==> config.mk <==
export PLATFORM = sky130hd
export DESIGN_NAME = nib_mult
export DESIGN_NICKNAME = d
export VERILOG_FILES = /design/src/rtl/nib_mult_pkg.sv /design/src/rtl/nib_fa.sv /design/src/rtl/nib_array_mul.sv /design/src/rtl/nib_add3.sv /design/src/rtl/nib_mult.sv
export SDC_FILE = /design/constraint.sdc
export NUM_CORES = 1
export LEC_CHECK = 0
export BUFFER_PORTS_ARGS = -buffer_cell sky130_fd_sc_hd__buf_4
export CAP_MARGIN = 20
export CORE_UTILIZATION = 50
export DETAILED_ROUTE_END_ITERATION = 7
export MAX_ROUTING_LAYER = met4
export PLACE_DENSITY = 0.72
export REMOVE_ABC_BUFFERS = 1
export SYNTH_ARGS = -nofsm -noshare
export SYNTH_HDL_FRONTEND = slang
export SYNTH_SLANG_ARGS = --single-unit
==> constraint.sdc <==
create_clock -name vclk -period 21.3
set_clock_uncertainty 0.15 [all_clocks]
set_input_delay 2.13 -clock vclk [all_inputs]
set_output_delay 2.13 -clock vclk [all_outputs]
set_load 0.02 [all_outputs]
==> src/rtl/nib_mult_pkg.sv <==
package nib_mult_pkg;
   // Inter-stage carry: value 0, 1 or 2 in plain binary
   typedef logic [1:0] stage_carry_t;
   localparam int unsigned CARRY_MAX = 2;
   // Carry-propagate adder variants
   localparam int unsigned CPA_RIPPLE    = 0;
   localparam int unsigned CPA_LOOKAHEAD = 1;
endpackage

==> src/rtl/nib_fa.sv <==
module nib_fa (
   input  logic x,
   input  logic y,
   input  logic ci,
   output logic s,
   output logic co
);
   logic hx;
   assign hx = x ^ y;
   assign s  = hx ^ ci;
   assign co = (x & y) | (ci & hx);
endmodule

==> src/rtl/nib_array_mul.sv <==
module nib_array_mul #(
   parameter int unsigned W = 4
) (
   input  logic [W-1:0]   a,
   input  logic [W-1:0]   b,
   output logic [2*W-1:0] p
);
   localparam int unsigned PMAX = ((1 << W) - 1) * ((1 << W) - 1);

   if (W < 2) begin : g_bad_w
      $error("nib_array_mul: W must be at least 2");
   end

   logic [W-1:0][W-1:0] pp;

   for (genvar r = 0; r < W; r++) begin : g_and_r
      for (genvar i = 0; i < W; i++) begin : g_and_i
         assign pp[r][i] = a[i] & b[r];
      end
   end

   for (genvar r = 0; r < W; r++) begin : row
      logic [W-1:0] up;
      if (r == 0) begin : g_first
         assign p[0] = pp[0][0];
         assign up   = {1'b0, pp[0][W-1:1]};
      end else begin : g_add
         logic [W-1:0] s;
         logic [W:0]   c;
         assign c[0] = 1'b0;
         for (genvar i = 0; i < W; i++) begin : g_cell
            nib_fa u_fa (
               .x (pp[r][i]),
               .y (row[r-1].up[i]),
               .ci(c[i]),
               .s (s[i]),
               .co(c[i+1])
            );
         end
         assign p[r] = s[0];
         assign up   = {c[W], s[W-1:1]};
      end
   end

   assign p[2*W-1:W] = row[W-1].up;

   always_comb begin
      if (a == '0 || b == '0) begin
         assert_pp_zero_R6 : assert (p == '0);
      end
      assert_pp_range_R3 : assert (32'(p) <= PMAX);
   end
endmodule

==> src/rtl/nib_add3.sv <==
module nib_add3
   import nib_mult_pkg::*;
#(
   parameter int unsigned W   = 4,
   parameter int unsigned CPA = CPA_RIPPLE
) (
   input  logic [W-1:0]  x,
   input  logic [W-1:0]  y,
   input  logic [W-1:0]  z,
   input  stage_carry_t  cin,
   output logic [W-1:0]  sum,
   output stage_carry_t  cout
);
   localparam int unsigned N = W + 1;

   if (W < 2) begin : g_bad_w
      $error("nib_add3: W must be at least 2");
   end
   if (CPA != CPA_RIPPLE && CPA != CPA_LOOKAHEAD) begin : g_bad_cpa
      $error("nib_add3: unknown carry-propagate variant");
   end

   // Carry-save row
   logic [W-1:0] sv, cv;
   for (genvar i = 0; i < W; i++) begin : g_csa
      nib_fa u_fa (.x(x[i]), .y(y[i]), .ci(z[i]), .s(sv[i]), .co(cv[i]));
   end

   // A carry of value 2 becomes two unit carries: one fills the
   // empty slot of the shifted carry vector, one enters the CPA.
   logic ci_slot, ci_cpa;
   assign ci_slot = cin[0] | cin[1];
   assign ci_cpa  = cin[1];

   logic [N-1:0] opx, opy, g, pr;
   logic [N:0]   cc;
   assign opx = {1'b0, sv};
   assign opy = {cv, ci_slot};
   assign g   = opx & opy;
   assign pr  = opx ^ opy;

   if (CPA == CPA_RIPPLE) begin : g_ripple
      assign cc[0] = ci_cpa;
      for (genvar i = 0; i < N; i++) begin : g_bit
         assign cc[i+1] = g[i] | (pr[i] & cc[i]);
      end
   end else begin : g_lookahead
      always_comb begin
         logic acc, term;
         cc[0] = ci_cpa;
         for (int i = 0; i < N; i++) begin
            term = ci_cpa;
            for (int j = 0; j <= i; j++) term = term & pr[j];
            acc = term;
            for (int j = 0; j <= i; j++) begin
               term = g[j];
               for (int k = j + 1; k <= i; k++) term = term & pr[k];
               acc = acc | term;
            end
            cc[i+1] = acc;
         end
      end
   end

   logic [N-1:0] res;
   assign res  = pr ^ cc[N-1:0];
   assign sum  = res[W-1:0];
   assign cout = {cc[N], res[W]};

   always_comb begin
      assert_cin_legal_R4 : assert (cin <= stage_carry_t'(CARRY_MAX));
      assert_cout_legal_R4 : assert (cout <= stage_carry_t'(CARRY_MAX));
      assert_sum_exact_R4 : assert ({cout, sum} ==
         (W+2)'(x) + (W+2)'(y) + (W+2)'(z) + (W+2)'(cin));
   end
endmodule

==> src/rtl/nib_mult.sv <==
module nib_mult
   import nib_mult_pkg::*;
#(
   parameter int unsigned NIB_W = 4,
   parameter int unsigned CPA   = CPA_RIPPLE
) (
   input  logic [2*NIB_W-1:0] opa,
   input  logic [2*NIB_W-1:0] opb,
   output logic [4*NIB_W-1:0] prod
);
   localparam int unsigned W  = NIB_W;
   localparam int unsigned SW = 2 * NIB_W;
   localparam int unsigned PW = 4 * NIB_W;

   if (NIB_W < 2 || NIB_W > 8) begin : g_bad_w
      $error("nib_mult: NIB_W must lie in 2..8");
   end

   // Sub-products: index bit 0 picks the opa half, bit 1 the opb half
   logic [3:0][SW-1:0] pp;
   for (genvar k = 0; k < 4; k++) begin : g_pp
      localparam int unsigned AOFF = (k % 2) * W;
      localparam int unsigned BOFF = (k / 2) * W;
      nib_array_mul #(.W(W)) u_arr (
         .a(opa[AOFF +: W]),
         .b(opb[BOFF +: W]),
         .p(pp[k])
      );
   end

   stage_carry_t c1, c2, c3;

   assign prod[W-1:0] = pp[0][W-1:0];

   nib_add3 #(.W(W), .CPA(CPA)) u_stage1 (
      .x(pp[0][SW-1:W]), .y(pp[1][W-1:0]), .z(pp[2][W-1:0]),
      .cin(2'd0), .sum(prod[2*W-1:W]), .cout(c1)
   );

   nib_add3 #(.W(W), .CPA(CPA)) u_stage2 (
      .x(pp[1][SW-1:W]), .y(pp[2][SW-1:W]), .z(pp[3][W-1:0]),
      .cin(c1), .sum(prod[3*W-1:2*W]), .cout(c2)
   );

   nib_add3 #(.W(W), .CPA(CPA)) u_stage3 (
      .x(pp[3][SW-1:W]), .y('0), .z('0),
      .cin(c2), .sum(prod[PW-1:3*W]), .cout(c3)
   );

   always_comb begin
      assert_no_overflow_R5 : assert (c3 == 2'd0);
      assert_product_R1 : assert (prod == PW'(opa) * PW'(opb));
      if (opa == SW'(1)) begin
         assert_unit_a_R7 : assert (prod == PW'(opb));
      end
      if (opb == SW'(1)) begin
         assert_unit_b_R7 : assert (prod == PW'(opa));
      end
   end
endmodule

==> results by group, run 1 <==
Run status
  – Outcome: complete, no violations

Final layout
  – Area taken by flip-flops and latches: 0 um^2
  – Share of cells above drive strength 1: 14.5%
  – Sequential cells: 0
  – Final net count: 304
  – Area of the multi-input gates: 1560 um^2
  – N_diodes: 0
  – Finished Core Util: 60.6%
  – Layout Cell Area excl Fill: 2050 um^2
  – Filler cells: 319
  – Area delta synth->final: 15.0%
  – Final-layout clock buffer total: 0

Synth
  – Synthesized cell area: 1790 um^2
  – Syn avg cell area: 9.31 um^2
  – Seq/Total Area, Yosys: 0%
  – Count of synthesis-stage warnings from yosys: 0
  – Count of distinct cell types in the synthesized netlist: 9
  – Post-Synthesis Cells: 192

Timing
  – Worst slew margin relative to its limit: 89.6%
  – Total count of max-transition violations in the final report: 0
  – Worst hold slack: 4490 ps
  – Unrepaired setup endpoints after global routing: false
  – Least-Margin Pin Slew: 156 ps
  – Upper clock frequency limit: 84.9 MHz
  – Time the final worst path needs with I/O delays and setup: 11,770 ps
  – Final period util: 55.3%
  – # setup viols final: 0
  – Setup tns final: 0 ps
  – Count of final hold-check violations: 0

Setup path
  – Crit path DAT: 9490 ps
  – Largest fanout on the critical path: 8
  – Element type at the critical path end: primary output
  – Kind of critical path: input pin to primary output
  – Most numerous cell on the critical path: fa_1
  – Slowest CP cell: fa_1
  – Critical Path Max Stage Delay: 540 ps
  – Worst endpoint required time: 19,020 ps
  – Kind of start point of the critical path: input pin

Run
  – Max-cap viol count: 0

Global route
  – First-pass GRT wire length: 4970 um
  – Global router's overall resource usage: 17.9%
  – Largest net degree at the start of global routing: 9
  – Initial antenna violation count: 0
  – Remaining global-route overflow: 0
  – Number of global-route vias before repair: 1,171

Hold path
  – Hold path depth: 3
  – Launch instance of the worst min-delay path: opb[0]
  – Class of the tightest hold or removal check: input pin to primary output
  – Terminating pin of the worst hold path: prod[0]

Placed design
  – RePlAce Congestion: 0.815
  – Detailed Place HPWL: 2700 um
  – Input/output buffers: 32
  – Placed Area: 2050 um^2

Clocking
  – # hold bufs at CTS: 0
  – Number of buffers inserted to repair setup after CTS: 0
  – Post-cts resize count: 0

Detailed routing
  – Drt pass-1 iters: 4
  – Remaining number of nets flagged by the antenna check after routing: 0
  – Routed via count: 1,249
  – DRC marker count from the first detailed-route iteration: 22
  – DRT Wirelength: 2910 um
  – Via-per-instance ratio: 4.70
  – Residual DRC: 0
  – Wirelength per Cell: 10.9 um

Floorplan
  – Total die area: 3820 um^2
  – Vertical extent of the die: 61.8 um
  – Boundary pin count: 32
  – Initial core utilization: 52.7%
  – Core footprint: 3390 um^2
  – Horizontal die dimension: 61.8 um
  – Number of rows created at floorplan: 21

Power and ir drop
  – Cell area power density: 76.6 nW/um^2
  – Power after layout: 0.000157 W
  – Maximum ir drop on the vdd rail: 0.0000837 V
  – P_leak: 1.10 nW
==> final cells by class <==
| cell class | instances | share of cell area [%] |
|---|---|---|
| multi-input cells | 135 | 75.8 |
| repair buffers | 32 | 11.7 |
| well taps | 46 | 2.80 |
| inverters | 53 | 9.68 |
==> stage by stage <==
stage / setup WS, ps / std cells
after floorplan: 9820 / 188
after global placement: 9590 / 266
after detailed placement: 9480 / 266
after CTS: 9480 / 266
after global routing: 9060 / 266
final: 9530 / 266
==> routing by layer <==
layer / wire length, um / up-vias / track usage (%) / share of wire, %
met3: 56 / 0 / 0.207 / 1.9
met4: 0 / 0 / 1.27 / 0
met5: 0 / - / - / 0
met1: 1290 / 634 / 25.1 / 44
met2: 1560 / 20 / 31.0 / 54
li1: - / 595 / - / -
==> critical path: cells and delay by family <==
kind	cells	cell delay (ps)
XOR/XNOR	1	160
AND/OR/NAND/NOR	3	480
buffers and inverters	8	580
adder cells (fa/ha/maj)	18	6150
==> cells in the final DEF (no fill, tap or decap) <==
cell / instances
and2_1: 42
fa_1: 47
buf_4: 32
nand2_1: 22
nand2b_1: 2
nor2b_1: 2
inv_1: 53
xor2_1: 1
ha_1: 19
==> logic make-up (layout without fill, tap and decap cells) <==
logic type,Yosys count,in the layout,synth area share (%)
AND/OR/NAND/NOR,68,68,20.7
adder cells (fa/ha/maj),66,66,66.0
buffers and inverters,57,85,12.8
XOR/XNOR,1,1,0.490
==> synth_stat cells <==
cell | n | area share, %
inv_1 | 53 | 11
fa_1 | 47 | 53
and2_1 | 42 | 15
nand2_1 | 22 | 4.6
ha_1 | 19 | 13
buf_4 | 4 | 1.7
nand2b_1 | 2 | 0.70
nor2b_1 | 2 | 0.70
xor2_1 | 1 | 0.49
==> worst max-delay path by stage <==
| stage | cells past startpoint | slack (ps) | start | endpoint |
|---|---|---|---|---|
| after CTS | 30 | 9480 | opa[0] | prod[15] |
| after detailed placement | 30 | 9480 | opa[0] | prod[15] |
| final | 30 | 9530 | opa[0] | prod[15] |
| after global placement | 30 | 9590 | opa[1] | prod[15] |
| after global routing | 30 | 9060 | opb[1] | prod[15] |
| after floorplan | 28 | 9820 | opa[0] | prod[15] |
==> power by group <==
group | total [W] | switching, W | internal, W | leakage (nW)
registers | 0 | 0 | 0 | 0
clock network | 0 | 0 | 0 | 0
logic | 0.000157 | 0.0000879 | 0.0000695 | 1.10
(Power assumes the default switching activity.)
==> run 2, diff against run 1 <==
==> constraint.sdc (replaced) <==
create_clock -name vclk -period 12.2
set_clock_uncertainty 0.15 [all_clocks]
set_input_delay 1.22 -clock vclk [all_inputs]
set_output_delay 1.22 -clock vclk [all_outputs]
set_load 0.02 [all_outputs]
==> run 2 against run 1 <==
- via count down 1.7%
- largest power group unchanged
- die area unchanged
- cell area unchanged
- wire length up 4.1%
- first-iteration DRC count down 50%
- non-clock buffer count unchanged
- power up 77%
- hold slack worse by 1800 ps
- critical path depth unchanged
- global-route usage up 1.2 points
- setup slack worse by 7300 ps
==> results by group, run 2 (synthesis results as in run 1) <==
Power and ir drop
  – Logic gate share of total power: 100.0% (about the same)
  – Internal power contribution: 0.000122 W (+76%)
  – Clk pwr share: 0% (unchanged)
  – Switching part of the total power: 56.1% (+0.19 points)
  – Fraction of power consumed by sequential logic: 0% (unchanged)
  – Maximum ir drop on the vdd rail: 0.000155 V (+85%)
  – P_leak: 1.10 nW (unchanged)
  – Cell area power density: 135 nW/um^2 (+77%)
  – NetSw: 0.000156 W (+77%)

Detailed routing
  – Remaining number of nets flagged by the antenna check after routing: 0 (unchanged)
  – Routed via count: 1,228 (-1.7%)
  – DRT Wirelength: 3030 um (+4.1%)
  – DRC marker count from the first detailed-route iteration: 11 (-50%)
  – Wirelength per Cell: 11.4 um (+4.1%)
  – Residual DRC: 0 (unchanged)
  – Via-per-instance ratio: 4.62 (-1.7%)
  – Drt pass-1 iters: 4 (unchanged)

Global route
  – Global router's overall resource usage: 19.2% (+1.2 points)
  – Largest net degree at the start of global routing: 9 (unchanged)
  – Remaining global-route overflow: 0 (unchanged)
  – First-pass GRT wire length: 5280 um (+6.2%)
  – Number of global-route vias before repair: 1,221 (+4.3%)
  – Initial antenna violation count: 0 (unchanged)

Final layout
  – Area delta synth->final: 15.0% (unchanged)
  – N_diodes: 0 (unchanged)
  – Finished Core Util: 60.6% (unchanged)
  – Final-layout clock buffer total: 0 (unchanged)
  – Filler cells: 305 (-4.4%)
  – Share of cells above drive strength 1: 14.5% (unchanged)
  – Cell Count, Final, Fillers Out: 266 (unchanged)
  – Area taken by flip-flops and latches: 0 um^2 (unchanged)
  – Highest-count cells in the layout ignoring fill and taps: 53 x inv_1, 47 x fa_1, 42 x and2_1
  – Commonest non-fill, non-tap cell in the layout: inv_1
  – Sequential cells: 0 (unchanged)
  – Final net count: 304 (unchanged)

Timing
  – Total count of max-transition violations in the final report: 0 (unchanged)
  – Least-Margin Pin Slew: 150 ps (-5.87 ps)
  – Final critical-path setup slack: 2250 ps (-7280 ps)
  – Setup tns final: 0 ps (unchanged)
  – Time the final worst path needs with I/O delays and setup: 9950 ps
  – # setup viols final: 0 (unchanged)
  – Count of final hold-check violations: 0 (unchanged)
  – Final period util: 81.6%
  – Upper clock frequency limit: 100 MHz
  – Worst slew margin relative to its limit: 90.0% (+0.39 points)
  – Unrepaired setup endpoints after global routing: false

Placed design
  – Post-place setup slack: 2190 ps (-7290 ps)
  – Input/output buffers: 32 (unchanged)
  – Detailed Place HPWL: 2820 um (+4.3%)
  – RePlAce Congestion: 0.804 (-1.4%)
  – Number of placed instances with taps included: 266 (unchanged)

Clocking
  – Number of buffers inserted to repair setup after CTS: 0 (unchanged)
  – Post-cts resize count: 0 (unchanged)
  – # hold bufs at CTS: 0 (unchanged)

Setup path
  – Slowest CP cell: fa_1
  – Kind of critical path: input pin to primary output
  – Crit path DAT: 8580 ps (-910 ps)
  – Kind of start point of the critical path: input pin
  – Largest fanout on the critical path: 8 (unchanged)
  – Element type at the critical path end: primary output
  – Critical Path Max Stage Delay: 550 ps (about the same)
  – Most numerous cell on the critical path: fa_1
  – Worst endpoint required time: 10,830 ps (-8190 ps)

Run status
  – Outcome: complete, no violations

Floorplan
  – Total die area: 3820 um^2 (unchanged)
  – Boundary pin count: 32 (unchanged)
  – Vertical extent of the die: 61.8 um (unchanged)
  – Horizontal die dimension: 61.8 um (unchanged)
  – Core footprint: 3390 um^2 (unchanged)
  – Initial core utilization: 52.7% (unchanged)
  – Number of rows created at floorplan: 21 (unchanged)

Hold path
  – Hold path depth: 3 (unchanged)
  – Class of the tightest hold or removal check: input pin to primary output

Run
  – Max-cap viol count: 0 (unchanged)
-- run 2: final cells by class --
class,count,area (um^2),share of cell area [%]
inverter,53,199,9.68
multi-input combinational,135,1560,75.8
tap,46,57.6,2.80
timing repair buffer,32,240,11.7
-- run 2: path summary, 6_finish.rpt --
path / from / endpoint / slack [ps]
worst min-delay path: opb[0] / prod[0] / 2660
worst max-delay path: opa[0] / prod[15] / 2250
-- run 2: stage by stage --
step                      hold slack [ps]  cell area, um^2  power, W
after floorplan                      2470             1760  0.000197
after global placement               2670             2050  0.000279
after detailed placement             2660             2050  0.000285
after CTS                            2660             2050  0.000287
after global routing                 2690             2050  0.000324
final                                2660             2050  0.000278
-- run 2: critical path, delay by kind of cell --
| family | cells | cell delay [ps] |
|---|---|---|
| XOR/XNOR | 1 | 160 |
| adder cells (fa/ha/maj) | 18 | 6130 |
| AND/OR/NAND/NOR | 3 | 470 |
| buffers and inverters | 8 | 610 |
-- run 2: routing by layer --
metal	wire (um)	track usage [%]
met1	1300	26.2
met2	1640	34.7
met3	86	0
met4	0	0
met5	0	-
-- run 2: power groups by stage --
stage	Combinational (W)	Clock [W]	Sequential, W
5_1_grt	0.000324	0	0
2_1_floorplan	0.000197	0	0
6_report	0.000278	0	0
3_3_place_gp	0.000279	0	0
4_1_cts	0.000287	0	0
3_5_place_dp	0.000285	0	0
==> run 3, diff against run 2 <==
--- a/config.mk
+++ b/config.mk
@@ -10,7 +10,7 @@
 export CORE_UTILIZATION = 50
 export DETAILED_ROUTE_END_ITERATION = 7
 export MAX_ROUTING_LAYER = met4
-export PLACE_DENSITY = 0.72
+export PLACE_DENSITY = 0.75
 export REMOVE_ABC_BUFFERS = 1
 export SYNTH_ARGS = -nofsm -noshare
 export SYNTH_HDL_FRONTEND = slang
==> constraint.sdc (replaced) <==
create_clock -name vclk -period 8.6
set_clock_uncertainty 0.15 [all_clocks]
set_input_delay 0.86 -clock vclk [all_inputs]
set_output_delay 0.86 -clock vclk [all_outputs]
set_load 0.02 [all_outputs]
==> run 3 against run 2 <==
- the flow now finishes with violations (negative setup slack)
- power rose by 58%
- cell area up 9.3%
- highest routed layer is now met4
- largest power group unchanged
- wire length rose by 15%
- largest cell class unchanged
- critical endpoint unchanged
- core utilization rose by 5.6 points
- sequential share of layout area unchanged
- count of clock-buffer cells in the layout stayed put
- critical path type unchanged
- critical path depth did not move
==> results by group, run 3 (synthesis results as in run 1) <==
Floorplan
  – Number of rows created at floorplan: 21 (unchanged)
  – Horizontal die dimension: 61.8 um (unchanged)
  – Boundary pin count: 32 (unchanged)
  – Core footprint: 3390 um^2 (unchanged)
  – Vertical extent of the die: 61.8 um (unchanged)
  – Initial core utilization: 52.7% (unchanged)
  – Total die area: 3820 um^2 (unchanged)

Placed design
  – RePlAce Congestion: 0.828 (+3.0%)
  – Detailed Place HPWL: 3060 um (+8.7%)
  – Input/output buffers: 32 (unchanged)
  – Placed Area: 2110 um^2 (+2.6%)
  – Post-place setup slack: -674 ps (-2860 ps)

Timing
  – Least-Margin Pin Slew: 180 ps (+30.2 ps)
  – # setup viols final: 1 (+1)
  – Unrepaired setup endpoints after global routing: true
  – Total count of max-transition violations in the final report: 0 (unchanged)
  – Worst slew margin relative to its limit: 88.0% (-2.0 points)
  – Final critical-path setup slack: -63.5 ps (-2310 ps)
  – Time the final worst path needs with I/O delays and setup: 8660 ps
  – Final period util: 101%
  – Count of final hold-check violations: 0 (unchanged)
  – Worst hold slack: 2030 ps (-633 ps)
  – Upper clock frequency limit: 115 MHz

Detailed routing
  – Residual DRC: 0 (unchanged)
  – Via-per-instance ratio: 4.71 (+2.1%)
  – Remaining number of nets flagged by the antenna check after routing: 0 (unchanged)
  – DRT Wirelength: 3490 um (+15%)
  – Routed via count: 1,296 (+5.5%)
  – DRC marker count from the first detailed-route iteration: 36 (+25)
  – Wirelength per Cell: 12.7 um (+11%)
  – Drt pass-1 iters: 4 (unchanged)

Setup path
  – Most numerous cell on the critical path: fa_2
  – Kind of start point of the critical path: input pin
  – Critical Path Start: opa[0]
  – Worst endpoint required time: 7590 ps (-3240 ps)
  – Crit path DAT: 7650 ps (-930 ps)
  – Kind of critical path: input pin to primary output
  – Critical Path Max Stage Delay: 530 ps (-20 ps)
  – End point of the critical path: prod[15]
  – Slowest CP cell: fa_1
  – Element type at the critical path end: primary output
  – Largest fanout on the critical path: 2 (-6)

Global route
  – Initial antenna violation count: 0 (unchanged)
  – First-pass GRT wire length: 5810 um (+10%)
  – Remaining global-route overflow: 0 (unchanged)
  – Number of global-route vias before repair: 1,351 (+11%)
  – Global router's overall resource usage: 21.9% (+2.7 points)
  – Largest net degree at the start of global routing: 9 (unchanged)

Final layout
  – Area delta synth->final: 25.6%
  – Filler cells: 277 (-9.2%)
  – Sequential cells: 0 (unchanged)
  – Layout Cell Area excl Fill: 2240 um^2 (+9.3%)
  – N_diodes: 0 (unchanged)
  – Final net count: 313 (+3.0%)
  – Finished Core Util: 66.2% (+5.6 points)
  – Share of cells above drive strength 1: 30.1% (+16 points)
  – Commonest non-fill, non-tap cell in the layout: inv_1
  – Final-layout clock buffer total: 0 (unchanged)
  – Area taken by flip-flops and latches: 0 um^2 (unchanged)
  – Area of the multi-input gates: 1640 um^2 (+5.5%)
  – Highest-count cells in the layout ignoring fill and taps: 45 x inv_1, 40 x and2_1, 35 x fa_1

Hold path
  – Class of the tightest hold or removal check: input pin to primary output

Power and ir drop
  – Power after layout: 0.000439 W (+58%)
  – Cell area power density: 195 nW/um^2 (+44%)
  – Maximum ir drop on the vdd rail: 0.000218 V (+41%)
  – P_leak: 1.14 nW (+3.5%)

Run status
  – Outcome: finished, violations left
  – Violated checks: negative setup slack

Run
  – Max-cap viol count: 0 (unchanged)

Clocking
  – # hold bufs at CTS: 0 (unchanged)
## run 3: changes by cell type in the layout (fill, tap and decap cells not counted), sizes merged
| cell | delta |
|---|---|
| buf | +9 |
## run 3: power by group
part	switching, W	internal [W]	leakage (nW)
logic	0.000235	0.000204	1.14
registers	0	0	0
clock network	0	0	0
total	0.000235	0.000204	1.14
## run 3: through the flow
| step | cells | TNS (ps) |
|---|---|---|
| after floorplan | 188 | -487 |
| after global placement | 273 | -1600 |
| after detailed placement | 273 | -2040 |
| after CTS | 275 | -392 |
| after global routing | 275 | -438 |
| final | 275 | -63.5 |
## run 3: routing by layer
| metal | share of wire (%) | track usage, % |
|---|---|---|
| met3 | 2.0 | 1.45 |
| met2 | 58 | 42.7 |
| met1 | 39 | 25.4 |
| met4 | 0.98 | 1.90 |
| met5 | 0 | - |
## run 3: what timing repair did
| item | in CTS | in global routing |
|---|---|---|
| resized for setup | 38 | 3 |
| pin swaps | 21 | 19 |
| setup endpoints to repair | 4 | 4 |
| setup buffers | 2 | 0 |
## run 3: area by class of cell
type / instances / share of cell area, %
tap: 46 / 2.56
multi-input combinational: 135 / 73.2
timing repair buffer: 41 / 15.4
inverter: 53 / 8.86
## run 3: worst max-delay path: cells and delay by family
family / cells / cell delay [ps]
XOR/XNOR: 1 / 150
buffers and inverters: 8 / 470
AND/OR/NAND/NOR: 3 / 430
adder cells (fa/ha/maj): 18 / 5710
## run 3: worst min path at each step
stage                start  endpoint  slack [ps]  cells after the start
floorplan           opb[0]   prod[0]        1750                      1
global placement    opb[0]   prod[0]        2020                      4
detailed placement  opb[0]   prod[0]        2020                      4
CTS                 opa[0]   prod[1]        2020                      4
global route        opb[0]   prod[1]        2040                      4
finish              opb[0]   prod[1]        2030                      4
